===== config.mk =====
export PLATFORM = sky130hd
export DESIGN_NAME = pit_timer
export DESIGN_NICKNAME = d
export VERILOG_FILES = /design/src/rtl/pit_pkg.sv /design/src/rtl/pit_period_lut.sv /design/src/rtl/pit_tick_counter.sv /design/src/rtl/pit_ctrl_fsm.sv /design/src/rtl/pit_timer.sv
export SDC_FILE = /design/constraint.sdc
export NUM_CORES = 1
export LEC_CHECK = 0
export BUFFER_PORTS_ARGS = -buffer_cell sky130_fd_sc_hd__buf_2
export CORE_MARGIN = 2
export CORE_UTILIZATION = 45
export DETAILED_ROUTE_END_ITERATION = 16
export GPL_ROUTABILITY_DRIVEN = 0
export SYNTH_ARGS = -nofsm -noshare
export SYNTH_HDL_FRONTEND = slang
export SYNTH_HIERARCHICAL = 1
export SYNTH_SLANG_ARGS = --single-unit

===== constraint.sdc =====
create_clock -name clk -period 4.2 [get_ports clk]
set_clock_uncertainty 0.2 [all_clocks]
set_input_delay 0.42 -clock clk [delete_from_list [all_inputs] [get_ports clk]]
set_output_delay 0.42 -clock clk [all_outputs]
set_load 0.02 [all_outputs]

===== src/rtl/pit_pkg.sv =====
package pit_pkg;

    typedef enum logic [1:0] {
        PIT_HALT = 2'd0,
        PIT_RUN  = 2'd1,
        PIT_DONE = 2'd2
    } pit_state_e;

    localparam int PIT_CODE_W   = 3;
    localparam int PIT_CODES    = 1 << PIT_CODE_W;
    localparam int PIT_MAX_MULT = 600;

    // Delay in units of 100 ms for each code; code 0 disables the timer.
    function automatic int unsigned period_mult(input int unsigned code);
        case (code)
            1:       period_mult = 1;
            2:       period_mult = 5;
            3:       period_mult = 10;
            4:       period_mult = 50;
            5:       period_mult = 100;
            6:       period_mult = 300;
            7:       period_mult = PIT_MAX_MULT;
            default: period_mult = 0;
        endcase
    endfunction

endpackage


===== src/rtl/pit_period_lut.sv =====
module pit_period_lut #(
    parameter int TICKS_PER_100MS = 100,
    parameter int CNT_W           = 16
) (
    input  logic [pit_pkg::PIT_CODE_W-1:0] code,
    output logic [CNT_W-1:0]               period
);
    import pit_pkg::*;

    logic [CNT_W-1:0] table_q [PIT_CODES];

    for (genvar g = 0; g < PIT_CODES; g++) begin : g_entry
        assign table_q[g] = CNT_W'(period_mult(g) * TICKS_PER_100MS);
    end

    assign period = table_q[code];

endmodule


===== src/rtl/pit_tick_counter.sv =====
module pit_tick_counter #(
    parameter int CNT_W = 16
) (
    input  logic             clk,
    input  logic             rst_n,
    input  logic             clr,
    input  logic             en,
    input  logic             tick,
    input  logic [CNT_W-1:0] period,
    output logic             hit
);
    logic [CNT_W-1:0] count_q;
    logic             at_end;

    assign at_end = (period != '0) && (count_q == period - 1'b1);
    assign hit    = en && tick && at_end;

    // Wrap at the period end so repeated timeouts keep the first phase.
    always_ff @(posedge clk or negedge rst_n) begin
        if (!rst_n) begin
            count_q <= '0;
        end else if (clr) begin
            count_q <= '0;
        end else if (en && tick) begin
            count_q <= at_end ? '0 : count_q + 1'b1;
        end
    end

endmodule


===== src/rtl/pit_ctrl_fsm.sv =====
module pit_ctrl_fsm (
    input  logic clk,
    input  logic rst_n,
    input  logic cfg_we,
    input  logic new_code_zero,
    input  logic run_we,
    input  logic run_stop,
    input  logic held_code_zero,
    input  logic mode_rep,
    input  logic hit,
    output logic run_en,
    output logic cnt_clr
);
    import pit_pkg::*;

    pit_state_e state_q, state_d;

    always_ff @(posedge clk or negedge rst_n) begin
        if (!rst_n) state_q <= PIT_HALT;
        else        state_q <= state_d;
    end

    always_comb begin
        state_d = state_q;
        if (cfg_we) begin
            if (new_code_zero) state_d = PIT_HALT;
        end else if (run_we) begin
            if (run_stop || held_code_zero) state_d = PIT_HALT;
            else                            state_d = PIT_RUN;
        end else begin
            unique case (state_q)
                PIT_HALT: state_d = PIT_HALT;
                PIT_RUN:  state_d = (hit && !mode_rep) ? PIT_DONE : PIT_RUN;
                PIT_DONE: state_d = PIT_DONE;
                default:  state_d = PIT_HALT;
            endcase
        end
    end

    always_comb begin
        run_en  = 1'b0;
        cnt_clr = cfg_we || run_we;
        unique case (state_q)
            PIT_RUN:  run_en  = 1'b1;
            PIT_HALT: cnt_clr = 1'b1;
            PIT_DONE: cnt_clr = 1'b1;
            default:  cnt_clr = 1'b1;
        endcase
    end

endmodule


===== src/rtl/pit_timer.sv =====
module pit_timer #(
    parameter int TICKS_PER_100MS = 100
) (
    input  logic       clk,
    input  logic       rst_n,
    input  logic       tick_en,
    input  logic       cfg_we,
    input  logic [3:0] cfg_wdata,
    input  logic       run_we,
    input  logic       run_stop,
    input  logic       status_rd,
    output logic       irq,
    output logic       running
);
    import pit_pkg::*;

    localparam int CNT_W = $clog2(PIT_MAX_MULT * TICKS_PER_100MS + 1);

    logic [3:0]       cfg_q;
    logic [CNT_W-1:0] period;
    logic             run_en;
    logic             cnt_clr;
    logic             cnt_hit;
    logic             irq_q;

    always_ff @(posedge clk or negedge rst_n) begin
        if (!rst_n)      cfg_q <= '0;
        else if (cfg_we) cfg_q <= cfg_wdata;
    end

    pit_period_lut #(
        .TICKS_PER_100MS(TICKS_PER_100MS),
        .CNT_W          (CNT_W)
    ) u_lut (
        .code  (cfg_q[PIT_CODE_W-1:0]),
        .period(period)
    );

    pit_ctrl_fsm u_fsm (
        .clk           (clk),
        .rst_n         (rst_n),
        .cfg_we        (cfg_we),
        .new_code_zero (cfg_wdata[PIT_CODE_W-1:0] == '0),
        .run_we        (run_we),
        .run_stop      (run_stop),
        .held_code_zero(cfg_q[PIT_CODE_W-1:0] == '0),
        .mode_rep      (cfg_q[3]),
        .hit           (cnt_hit),
        .run_en        (run_en),
        .cnt_clr       (cnt_clr)
    );

    pit_tick_counter #(
        .CNT_W(CNT_W)
    ) u_cnt (
        .clk   (clk),
        .rst_n (rst_n),
        .clr   (cnt_clr),
        .en    (run_en && !cfg_we && !run_we),
        .tick  (tick_en),
        .period(period),
        .hit   (cnt_hit)
    );

    always_ff @(posedge clk or negedge rst_n) begin
        if (!rst_n)         irq_q <= 1'b0;
        else if (cfg_we)    irq_q <= 1'b0;
        else if (cnt_hit)   irq_q <= 1'b1;
        else if (status_rd) irq_q <= 1'b0;
    end

    assign irq     = irq_q;
    assign running = run_en;

endmodule


Yosys cells after proc, flatten, opt, wreduce, memory -nomap -nowiden
Memories as Yosys holds them, arrays and structs flattened.
Cells that the tools add are included.
- output and inout port bits: 2
- memories: 1
- word-level logic and storage cells: 45
- input port bits: 11
- flip-flop bits (word level): 23
- bits in read-only memories: 128
- order comparisons: 1
- reductions and logical operators: 16
- $add $sub $neg: 2
- bitwise operators: 1
- multiplexer cells: 16
- eq/ne operators: 4
- memory list (name ; words ; width ; rd ports ; clocked after memory_dff ; wr ports ; line ; RTL):
    (name not given) ; 8 ; 16 ; 1 ; 0 ; 0 ; pit_period_lut.sv:16 ; assign period = table_q[code];
- operators with widths (cell ; number):
    2-to-1 mux 16 bit ; 5
    adder 16 x 1 -> 16 bit, second input constant ; 1
    == test 16 bit ; 1
    nonzero test 16 bit ; 1
    subtractor 16 x 1 -> 16 bit, second input constant ; 1
    2-to-1 mux 2 bit ; 4
    logical AND 1 bit ; 6
    zero test 3 bit ; 2
    2-to-1 mux 1 bit ; 6
    greater-or-equal comparator 4 bit, second input constant ; 1
    inverter 3 -> 4 bit ; 1
    case mux 2 bit (2 select lines) ; 1
    zero test 1 bit ; 3
    nonzero test 3 bit ; 1
    == test 2 x 1 -> 1 bit, second input constant ; 1
    == test 2 bit, second input constant ; 1
    logical OR 1 bit ; 2
    != test 2 x 1 -> 1 bit, second input constant ; 1
    nonzero test 2 bit ; 1

Logic depth before layout (Yosys ltp)
Gate-level depths: netlist (run 1).
- depth in word-level cells: 13
- mapped depth: 14
- mapped depth without buffers: 12

Hierarchy
The synthesis (run 1) kept the hierarchy.
- by module, submodules not included (module ; area each (um^2) ; cells an instance ; instances ; seq. area each (um^2)):
    pit_tick_counter ; 1530.2 ; 192 ; 1 ; 400.4
    pit_timer ; 202.7 ; 15 ; 1 ; 125.1
    pit_period_lut ; 187.7 ; 30 ; 1 ; 0.0
    pit_ctrl_fsm ; 160.2 ; 16 ; 1 ; 50.0

Least setup slack after synthesis (run 1)
OpenSTA, ideal clock, no wires.
- kind: reg2reg
- start point: register cfg_q[1]
- end point: register u_fsm.state_q[0]
- cell stages (with the launch flop): 14
- clock period less this slack: 3.881 ns
- arrival time: 3.555 ns
- path slack: 0.319 ns
- library setup time: 0.126 ns
- buffers on the path: 2
- data required time: 3.874 ns
- cells stage by stage: dfrtp_1 > inv_1 > ha_1 > and2_1 > a21o_1 > or4b_2 > buf_2 > o21a_1 > o31ai_1 > nand4_2 > nor3_4 > buf_6 > nand2b_1 > a221o_1
- word-level cells in the longest chain between the ends: 13
- elaborated cells on any way between the ends: 17
- classes of those cells: add/sub: 1; eq/ne: 1; mux: 7; bitwise: 1; reduce/logical: 6; memory: 1
- RTL lines (element ; line ; RTL):
    start: declaration ; pit_timer.sv:19 ; logic [3:0] cfg_q;
    start signal: assignment ; pit_timer.sv:28 ; else if (cfg_we) cfg_q <= cfg_wdata;
    inverter 3 -> 4 bit (not written as such) * ; pit_period_lut.sv:16 ;
    memory read (8 x 16 bit) * ; -- ;
    2-to-1 mux 16 bit (not written as such) * (2 in a row) ; pit_period_lut.sv:16 ;
    via period[10] ; pit_timer.sv:20 ; logic [CNT_W-1:0] period;
    subtractor 16 x 1 -> 16 bit ; pit_tick_counter.sv:15 ; assign at_end = (period != '0) && (count_q == period - 1'b1);
    == test 16 bit ; pit_tick_counter.sv:15 ;
    logical AND 1 bit * ; pit_tick_counter.sv:15 ;
    logical AND 1 bit * ; pit_tick_counter.sv:16 ; assign hit = en && tick && at_end;
    via cnt_hit ; pit_timer.sv:23 ; logic cnt_hit;
    logical AND 1 bit * ; pit_ctrl_fsm.sv:33 ; PIT_RUN: state_d = (hit && !mode_rep) ? PIT_DONE : PIT_RUN;
    2-to-1 mux 2 bit * ; pit_ctrl_fsm.sv:33 ;
    case mux 2 bit (2 select lines) * ; pit_ctrl_fsm.sv:31 ; unique case (state_q)
    2-to-1 mux 2 bit * ; pit_ctrl_fsm.sv:27 ; end else if (run_we) begin
    2-to-1 mux 2 bit * ; pit_ctrl_fsm.sv:25 ; if (cfg_we) begin
    end signal: assignment ; pit_ctrl_fsm.sv:20 ; else state_q <= state_d;
    end: declaration ; pit_ctrl_fsm.sv:16 ; pit_state_e state_q, state_d;
Mark *: on every way through the listed nets, which the timed path passes. The rest lies on a longest branch. The select of a mux whose other input is x is not followed.
A chain may end at the register's enable or synchronous reset.

Final worst setup path (run 1)
- start point: register cfg_q[0]
- end point: register u_fsm.state_q[0]
The elaborated chain is that of the path after synthesis.

==> results of run 1 <==
-- layout by cell type, fill, tap and decap left out, types with 3 or more instances in the layout --
cell type  count
mux2_2         4
nand2_1       19
o21ai_0       12
nor3b_1        4
buf_4          6
o31ai_1        9
buf_2         12
or3_1          6
clkbuf_8       3
nand4_1        9
nand3_1       16
xnor2_1       14
inv_1         13
o21ai_2        3
ha_1           9
a21oi_1        4
xor2_1         7
nor3_1        23
dfrtp_1       23
nand2b_1       4
nor2_1        16
nor2b_1        3
-- cells in the mapped netlist (all sizes together), types with 2 or more instances --
library cell and instances:
nor3 24, dfrtp 23, nand2 20, o21ai 17, nand3 16, nor2 16, inv 14, xnor2 14
nand4 11, ha 9, o31ai 9, or3 7, xor2 7, buf 6, clkbuf 5, a21oi 4
mux2 4, nand2b 4, nor2b 4, nor3b 4, a2111o 2, a2111oi 2, a21boi 2, and3 2
and3b 2, o22ai 2, o311ai 2, or2 2, or4 2, or4b 2
-- logic make-up (layout without fill, tap and decap cells) --
| logic type | after synthesis | after routing | share of synthesized area [%] |
|---|---|---|---|
| xor gates and xnor gates | 21 | 21 | 8.84 |
| buffers and inverters | 25 | 37 | 5.83 |
| muxes | 5 | 5 | 2.65 |
| adders and majority gates | 9 | 9 | 5.41 |
| other | 1 | 2 | 0.180 |
| and+or+nand+nor | 119 | 119 | 32.0 |
| DFF | 23 | 23 | 27.7 |
| AOI/OAI and AO/OA | 50 | 50 | 17.4 |
-- worst paths after layout --
kind	from	end	slack (ps)
min reg2reg	irq	irq	350
max reg2reg	cfg_q[0]	u_fsm/state_q[0]	260
min in group asynchronous	rst_n	cfg_q[3]	460
max	cfg_q[0]	u_fsm/state_q[0]	260
max in group asynchronous	rst_n	u_cnt/count_q[12]	2980
min	cfg_wdata[3]	cfg_q[3]	180
-- state kept, by name, indices dropped and copies added, names as in the netlist --
signal,count
u_fsm/state_q,2
cfg_q,4
u_cnt/count_q,16
irq,1
-- power breakdown --
group	internal [mW]	leakage (nW)	switching (mW)
sequential	0.227	0.311	0.00773
combinational	0.0665	0.505	0.109
clock	0.0663	0.0255	0.0738
-- layout make-up --
type | count | area share (%)
inverters | 14 | 2.34
clock buffers | 3 | 1.84
clock inverters | 1 | 0.223
multi-input cells | 206 | 61.9
flip-flops and latches | 23 | 25.7
repair buffers | 19 | 5.13
well taps | 52 | 2.90
-- repair_timing --
item	4_1_cts	5_1_grt
hold buffers	1	0
setup endpoints to repair	0	0
gates resized for setup	0	0
endpoints found under the hold margin	23	0
-- layer usage --
layer	vias to the layer above	track usage, %
li1	953	-
met1	892	30.1
met2	44	28.9
met3	9	2.08
met4	0	5.24
met5	-	0
-- metrics by stage --
step                instances  utilization, %
global placement          313            49.5
finish                    318            50.8
global route              318            50.8
floorplan                 254               -
CTS                       318            50.8
detailed placement        313            49.5
==> out/results.ini, run 1 <==
[floorplan]
io_pins = 13
start_util_pct = 47.1
fp.dieW_um = 72
core_area_um2 = 4410
rows = 24
die_h_um = 72
fp.dieArea_um2 = 5180

[detailed_routing]
wl_met2_um = 2090
viasPerCell = 5.97
wirelength_um = 4760
wl_met1_um = 2440
dr.first_iter.drc_count = 118
top_layer = met4
wire_per_inst_um = 15.0
vias = 1898
ant_nets = 0
drc = 0
met3_length_um = 145
drt_first_pass_iters = 5

[critical_path]
crit_chain = inv_1 -> ha_1 -> and2_1 -> a21o_1 -> or4b_2 -> o21a_1 -> o31ai_1 -> nand4_2 -> nor3_4 -> nand2b_1 -> a221o_1
crit_path_max_incr_delay_ps = 770
cp.depth = 11
cp_slowest_cell = or4b_2
path_buf_inv = 1
cp-end-kind = register
critPathMaxFanout = 10
required_ps = 4160
cpLargestDelayFamily = simple AND/OR/NAND/NOR gates
crit_path_start_kind = register
worstPathArrival_ps = 3890
r2r_cells = 11
crit_type = reg -> reg

[clock_network]
cts_tree = yes
cts_made_buffers = 3
ctsHtreeMaxLevel = 1
post_cts_buffers = 0
cts.reportedPaths.clkPinSlew_ps = 90
clockBufferDepth = 2
cts_sinks = 23
insertion_delay_ps = 270
clockRootBuffer = clkbuf_8

[finish]
antenna_cells = 0
final_area_um2 = 2240
final_layout_size_suffix_gt1_share_pct = 15.8
seq_area_um2 = 576
area_growth_syn_to_layout_pct = 7.76
multiInputGateArea_um2 = 1390
layout.nets = 287
fillers = 422

[pwr]
ir_drop_v = 0.000152
power.leakage_nw = 0.841
power.total_uw = 550
powerDensity_nw_per_um2 = 245

[yosys]
synth_seq_cells = 23
synth_area_um2 = 2080
ys_warn_count = 6
synth_edf_count = 0
yosysTopAreaCell = dfrtp_1
synthTopCellsByArea = dfrtp_1, xnor2_1, nor3_1, ha_1, nand3_1
syn_avg_cell_area_um2 = 8.22
yosysTopAreaCellShare_pct = 27.7
synthArstFlopShare_pct = 100
seq_area_frac_synth_pct = 27.7
synth_cell_type_count = 57
synth_cells = 253
synth-main-ff-cell = dfrtp_1

[job]
cap_violations = 0

[min_path]
min_path_cells = 2
holdCritPathClass = in -> reg

[sta]
fin_crit_ps = 3940
setup_viol = 0
slew_headroom_pct = 55.4
final_hold_viol_count = 0
whs_ps = 178
tns_ps = 0
worst_slew_pin_slew_ps = 669
max_clock_freq_ghz = 0.254
rsz0062_at_grt = no
setup_slack_ps = 264
min_period_over_period_pct = 93.7
maxSlewViolCount = 0

[global_route]
grt_pass1_wl_um = 8160
grt_usage_pct = 19.5
grt_start_max_net_pins = 24
first_global_vias = 1701
antenna_found_initial = 0
gr-total-overflow = 0

[outcome]
status = complete, no violations

[placed_design]
io_buffer_count = 12
place_ws_ps = 317
placed_area_um2 = 2190
hpwlAfterDp_um = 3650

Note: power is estimated with default switching activity, not from simulation.
==> run 2, diff against run 1 <==
==> constraint.sdc (replaced) <==
create_clock -name clk -period 3.5 [get_ports clk]
set_clock_uncertainty 0.2 [all_clocks]
set_input_delay 0.35 -clock clk [delete_from_list [all_inputs] [get_ports clk]]
set_output_delay 0.35 -clock clk [all_outputs]
set_load 0.02 [all_outputs]
==> out/results.ini, run 2 (synthesis gave the netlist of run 1 again) <==
[critical_path]
worstPathArrival_ps = 3500  ; was 3890 ps
critPathMaxFanout = 5  ; was 10
regToRegStartpoint = cfg_q[1]  ; was cfg_q[0]
cpLargestDelayFamily = simple AND/OR/NAND/NOR gates  ; unchanged
crit_chain = inv_4 -> buf_4 -> ha_2 -> nand2_2 -> nand2_2 -> or3_4 -> or4b_4 -> or3_4 -> a32oi_4 -> nand4_4 -> nor3_4 -> nand2b_1 -> a221o_1  ; was inv_1 -> ha_1 -> and2_1 -> a21o_1 -> or4b_2 -> o21a_1 -> o31ai_1 -> nand4_2 -> nor3_4 -> nand2b_1 -> a221o_1
r2r_setup_slack_ps = -40  ; was 260 ps
r2r_cells = 13  ; was 11
path_buf_inv = 2  ; was 1
rr_endpoint = u_fsm/state_q[0]  ; unchanged
cp.depth = 13  ; was 11
required_ps = 3450  ; was 4160 ps
cp-end-kind = register  ; unchanged
crit_path_end = u_fsm/state_q[0]  ; unchanged
crit_path_start_kind = register  ; unchanged
crit_type = reg -> reg  ; unchanged
crit_path_max_incr_delay_ps = 530  ; was 770 ps
cp-startpoint = cfg_q[1]  ; was cfg_q[0]
cp_slowest_cell = or4b_4  ; was or4b_2

[finish]
antenna_cells = 0  ; unchanged
final_layout_size_suffix_gt1_share_pct = 35.5  ; was 15.8%
fillers = 396  ; was 422
area_growth_syn_to_layout_pct = 30.8  ; was 7.76%
layout_common_cells = buf_4, nor3_1, dfrtp_1, nand2_1, nor2_1  ; was nor3_1, dfrtp_1, nand2_1, nor2_1, nand3_1
layout.nets = 325  ; was 287
largest_reg_flops = 16  ; unchanged
layout_commonest_cell = buf_4
final_cells = 356  ; was 318
final_area_um2 = 2720  ; was 2240 µm²
regMostFlops = u_cnt/count_q  ; unchanged
top_regs = u_cnt/count_q x16, cfg_q x4, u_fsm/state_q x2  ; unchanged

[sta]
fin_crit_ps = 3540  ; was 3940 ps
setup_slack_ps = -41.2  ; was 264 ps
min_period_over_period_pct = 101  ; was 93.7%
tns_ps = -47.1  ; was 0 ps
setup_viol = 2  ; was 0
maxSlewViolCount = 0  ; unchanged
max_clock_freq_ghz = 0.282  ; was 0.254 GHz
rsz0062_at_grt = yes  ; was no
worst_slew_pin_slew_ps = 548  ; was 669 ps
final_hold_viol_count = 0  ; unchanged
slew_headroom_pct = 63.5  ; was 55.4%

[floorplan]
io_pins = 13  ; unchanged
fp.dieArea_um2 = 5180  ; unchanged
start_util_pct = 47.1  ; unchanged
fp.dieW_um = 72  ; unchanged
rows = 24  ; unchanged
core_area_um2 = 4410  ; unchanged
die_h_um = 72  ; unchanged

[pwr]
power.leakage_nw = 1.07  ; was 0.841 nW
powerDensity_nw_per_um2 = 285  ; was 245 nW/µm²
ir_drop_v = 0.000176  ; was 0.000152 V
power.total_uw = 776  ; was 550 µW

[detailed_routing]
viasPerCell = 5.81  ; was 5.97
vias = 2070  ; was 1898
drt_first_pass_iters = 4  ; was 5
wire_per_inst_um = 15.8  ; was 15.0 µm
ant_nets = 0  ; unchanged
wirelength_um = 5620  ; was 4760 µm
dr.first_iter.drc_count = 128  ; was 118
drc = 0  ; unchanged

[clock_network]
insertion_delay_ps = 270  ; about the same
cts.reportedPaths.clkPinSlew_ps = 80  ; was 90 ps
cts_tree = yes  ; unchanged
ctsHtreeMaxLevel = 1  ; unchanged
cts_made_buffers = 3  ; unchanged
clockBufferDepth = 2  ; unchanged
cts_sinks = 23  ; unchanged
clockRootBuffer = clkbuf_8  ; unchanged

[job]
cap_violations = 0  ; unchanged

[placed_design]
placed_area_um2 = 2490  ; was 2190 µm²
io_buffer_count = 12  ; unchanged
hpwlAfterDp_um = 4210  ; was 3650 µm
place_inst = 345  ; was 313
place_ws_ps = -165  ; was 317 ps

[global_route]
grt_start_max_net_pins = 24  ; unchanged
grt_pass1_wl_um = 9760  ; was 8160 µm
grt_usage_pct = 23.6  ; was 19.5%
gr-total-overflow = 0  ; unchanged
antenna_found_initial = 0  ; unchanged
first_global_vias = 2065  ; was 1701

[outcome]
violations = setup timing
status = complete, but fails checks  ; was complete, no violations

[min_path]
holdCritPathClass = in -> reg  ; unchanged

run 2: cell count changes in the layout (fill, tap and decap cells not counted), moves of 3 or more:
cell / change
buf_4: +35
buf_6: +3
dfrtp_1: -3
dfrtp_2: +3
inv_1: -3
o21ai_0: -5
o21ai_2: +3
o31ai_1: -3
or3_4: +3
run 2: final cells by class:
class / count / area, µm² / share of cell area [%]
Inverter: 14 / 57.6 / 2.11
Timing Repair Buffer: 57 / 412 / 15.1
Multi-Input combinational cell: 206 / 1560 / 57.4
Clock buffer: 4 / 45.0 / 1.66
Tap cell: 52 / 65.1 / 2.39
Sequential cell: 23 / 579 / 21.3
run 2: routing by layer:
metal	up-vias	global-route usage, %	routed length [µm]
met5	-	0	0
met1	978	34.5	2700
met4	0	6.50	97
met2	53	37.9	2640
met3	11	1.81	186
li1	1028	-	-
run 2: per-stage QoR:
step,utilization [%],hold WS [ps]
final,61.6,109
after CTS,59.5,107
after global placement,56.4,155
after floorplan,-,-146
after global routing,61.6,121
after detailed placement,56.4,162
run 2: how the worst min path moves through the flow:
stage / start / endpoint / depth (start not counted)
final: cfg_wdata[3] / cfg_q[3] / 2
after global routing: cfg_wdata[3] / cfg_q[3] / 2
after CTS: cfg_wdata[3] / cfg_q[3] / 2
after detailed placement: rst_n / cfg_q[3] / 1
after global placement: rst_n / cfg_q[3] / 1
after floorplan: rst_n / cfg_q[0] / 0
run 2: where the power goes:
part / leakage (nW) / switching [mW] / total, mW / internal [mW]
Combinational: 0.740 / 0.172 / 0.328 / 0.156
Sequential: 0.308 / 0.00929 / 0.282 / 0.273
Clock: 0.0228 / 0.0847 / 0.166 / 0.0814
Total: 1.07 / 0.266 / 0.776 / 0.510
run 2: repair_timing:
action	4_1_cts	5_1_grt
hold buffers	1	0
resized for setup	13	23
buffers inserted	5	1
pin swaps	6	4
hold endpoints to repair	23	0
setup endpoints to repair	19	19
==> run 3, diff against run 2 <==
--- a/config.mk
+++ b/config.mk
@@ -7,7 +7,8 @@
 export LEC_CHECK = 0
 export BUFFER_PORTS_ARGS = -buffer_cell sky130_fd_sc_hd__buf_2
 export CORE_MARGIN = 2
-export CORE_UTILIZATION = 45
+export CORE_UTILIZATION = 40
+export CTS_CLUSTER_DIAMETER = 100
 export DETAILED_ROUTE_END_ITERATION = 16
 export GPL_ROUTABILITY_DRIVEN = 0
 export SYNTH_ARGS = -nofsm -noshare
==> out/results.ini, run 3 (synthesis gave the netlist of run 1 again) <==
[clock_network]
insertion_delay_ps = 260  ; was 270 ps
cts_tree = yes  ; unchanged
cts_made_buffers = 3  ; unchanged
clockRootBuffer = clkbuf_8  ; unchanged
ctsHtreeMaxLevel = 1  ; unchanged
cts.reportedPaths.clkPinSlew_ps = 90  ; was 80 ps
clockBufferDepth = 2  ; unchanged
cts_sinks = 23  ; unchanged

[outcome]
status = complete, but fails checks  ; unchanged
violations = setup timing  ; unchanged

[finish]
antenna_cells = 0  ; unchanged
largest_reg_flops = 16  ; unchanged
layout_common_cells = buf_4, dfrtp_1, nor3_1, nand2_1, nor2_1  ; was buf_4, nor3_1, dfrtp_1, nand2_1, nor2_1
regMostFlops = u_cnt/count_q  ; unchanged
final_layout_size_suffix_gt1_share_pct = 34.2  ; was 35.5%
area_growth_syn_to_layout_pct = 30.4  ; was 30.8%
layout_commonest_cell = buf_4  ; unchanged
post-route-util_pct = 53.5  ; was 61.6%
layout.nets = 319  ; was 325
fillers = 501  ; was 396
top_regs = u_cnt/count_q x16, cfg_q x4, u_fsm/state_q x2  ; unchanged

[sta]
max_clock_freq_ghz = 0.284  ; was 0.282 GHz
min_period_over_period_pct = 100  ; was 101%
slew_headroom_pct = 60.4  ; was 63.5%
maxSlewViolCount = 0  ; unchanged
worst_slew_pin_slew_ps = 594  ; was 548 ps
fin_crit_ps = 3520  ; was 3540 ps
whs_ps = 116  ; was 109 ps
tns_ps = -16.4  ; was -47.1 ps
setup_viol = 1  ; was 2
final_hold_viol_count = 0  ; unchanged
setup_slack_ps = -16.4  ; was -41.2 ps
rsz0062_at_grt = yes  ; unchanged

[floorplan]
die_h_um = 76.1  ; was 72 µm
core_area_um2 = 5070  ; was 4410 µm²
io_pins = 13  ; unchanged
fp.dieArea_um2 = 5800  ; was 5180 µm²
rows = 26  ; was 24
fp.dieW_um = 76.1  ; was 72 µm
start_util_pct = 41.0  ; was 47.1%

[placed_design]
io_buffer_count = 12  ; unchanged
hpwlAfterDp_um = 4050  ; was 4210 µm

[detailed_routing]
wire_per_inst_um = 15.1  ; was 15.8 µm
wirelength_um = 5570  ; was 5620 µm
drt_first_pass_iters = 4  ; unchanged
ant_nets = 0  ; unchanged
viasPerCell = 5.54  ; was 5.81
drc = 0  ; unchanged
dr.first_iter.drc_count = 115  ; was 128
vias = 2037  ; was 2070

[critical_path]
crit_chain = inv_4 -> ha_4 -> and2_4 -> or4_4 -> or4b_4 -> or3_4 -> a32oi_4 -> nand4_4 -> nor3_4 -> nand2b_1 -> a221o_1  ; was inv_4 -> buf_4 -> ha_2 -> nand2_2 -> nand2_2 -> or3_4 -> or4b_4 -> or3_4 -> a32oi_4 -> nand4_4 -> nor3_4 -> nand2b_1 -> a221o_1
crit_path_start_kind = register  ; unchanged
required_ps = 3460  ; was 3450 ps
worstPathArrival_ps = 3470  ; was 3500 ps
critPathMaxFanout = 7  ; was 5
cp_slowest_cell = or4b_4  ; unchanged
cp-startpoint = cfg_q[1]  ; unchanged
crit_type = reg -> reg  ; unchanged
cp-end-kind = register  ; unchanged
crit_path_max_incr_delay_ps = 500  ; was 530 ps
regToRegStartpoint = cfg_q[1]  ; unchanged

[min_path]
holdCritPathClass = in -> reg  ; unchanged
min_from = cfg_wdata[3]  ; unchanged

[pwr]
power.leakage_nw = 1.04  ; was 1.07 nW
power.total_uw = 758  ; was 776 µW
powerDensity_nw_per_um2 = 279  ; was 285 nW/µm²
ir_drop_v = 0.000162  ; was 0.000176 V

[global_route]
grt_usage_pct = 19.0  ; was 23.6%
grt_start_max_net_pins = 24  ; unchanged
gr-total-overflow = 0  ; unchanged
antenna_found_initial = 0  ; unchanged
grt_pass1_wl_um = 9090  ; was 9760 µm
first_global_vias = 1937  ; was 2065

[job]
cap_violations = 0  ; unchanged

## run 3: repair_timing
action                                  CTS  global route
pin swaps                                 5             8
setup buffers                             3             3
gates resized for setup                  10            28
cloned                                    0             1
endpoints found under the setup margin   19            19
hold buffers                              1             0
endpoints found under the hold margin    23             0
## run 3: layout make-up
class | count | area (µm²) | share of cell area, %
clock buffers | 3 | 41.3 | 1.52
flip-flops and latches | 23 | 579 | 21.4
inverters | 14 | 55.1 | 2.03
multi-input cells | 206 | 1570 | 57.7
repair buffers | 51 | 379 | 14.0
well taps | 70 | 87.6 | 3.23
clock inverters | 1 | 5.00 | 0.185
## run 3: final timing paths
path / to / slack (ps) / cells after the start
worst min register to register: cfg_q[3] / 330 / 1
worst min-delay path: cfg_q[3] / 120 / 2
worst max register to register: u_fsm/state_q[0] / -20 / 11
min in group asynchronous: irq / 410 / 2
max in group asynchronous: cfg_q[2] / 2300 / 2
worst max-delay path: u_fsm/state_q[0] / -20 / 11
## run 3: per-stage QoR
stage | setup slack [ps] | cells | cell area [µm²]
2_1_floorplan | -231 | 254 | 2160
3_3_place_gp | -85.6 | 356 | 2460
3_5_place_dp | -168 | 356 | 2460
4_1_cts | -58.8 | 364 | 2560
5_1_grt | -119 | 368 | 2710
6_report | -16.4 | 368 | 2710
## run 3: metal layers
layer / track usage (%) / share of wire (%) / up-vias
met1: 26.7 / 49 / 990
met5: 0 / 0 / -
met3: 2.13 / 2.0 / 4
met4: 4.00 / 0.68 / 0
li1: - / - / 1015
met2: 31.6 / 48 / 28
## run 3: worst max-delay path, delay by kind of cell (launching register included)
family / cells / cell delay [ps]
fa+ha+maj: 1 / 200
flops: 1 / 470
buf+inv: 1 / 90
compound gates: 2 / 550
simple gates: 7 / 1890
## run 3: power breakdown
| part | switching, mW | total (mW) | internal [mW] | leakage [nW] |
|---|---|---|---|---|
| clock network | 0.0870 | 0.166 | 0.0795 | 0.0255 |
| logic | 0.165 | 0.309 | 0.144 | 0.705 |
| registers | 0.00911 | 0.282 | 0.273 | 0.308 |
| total | 0.261 | 0.758 | 0.497 | 1.04 |
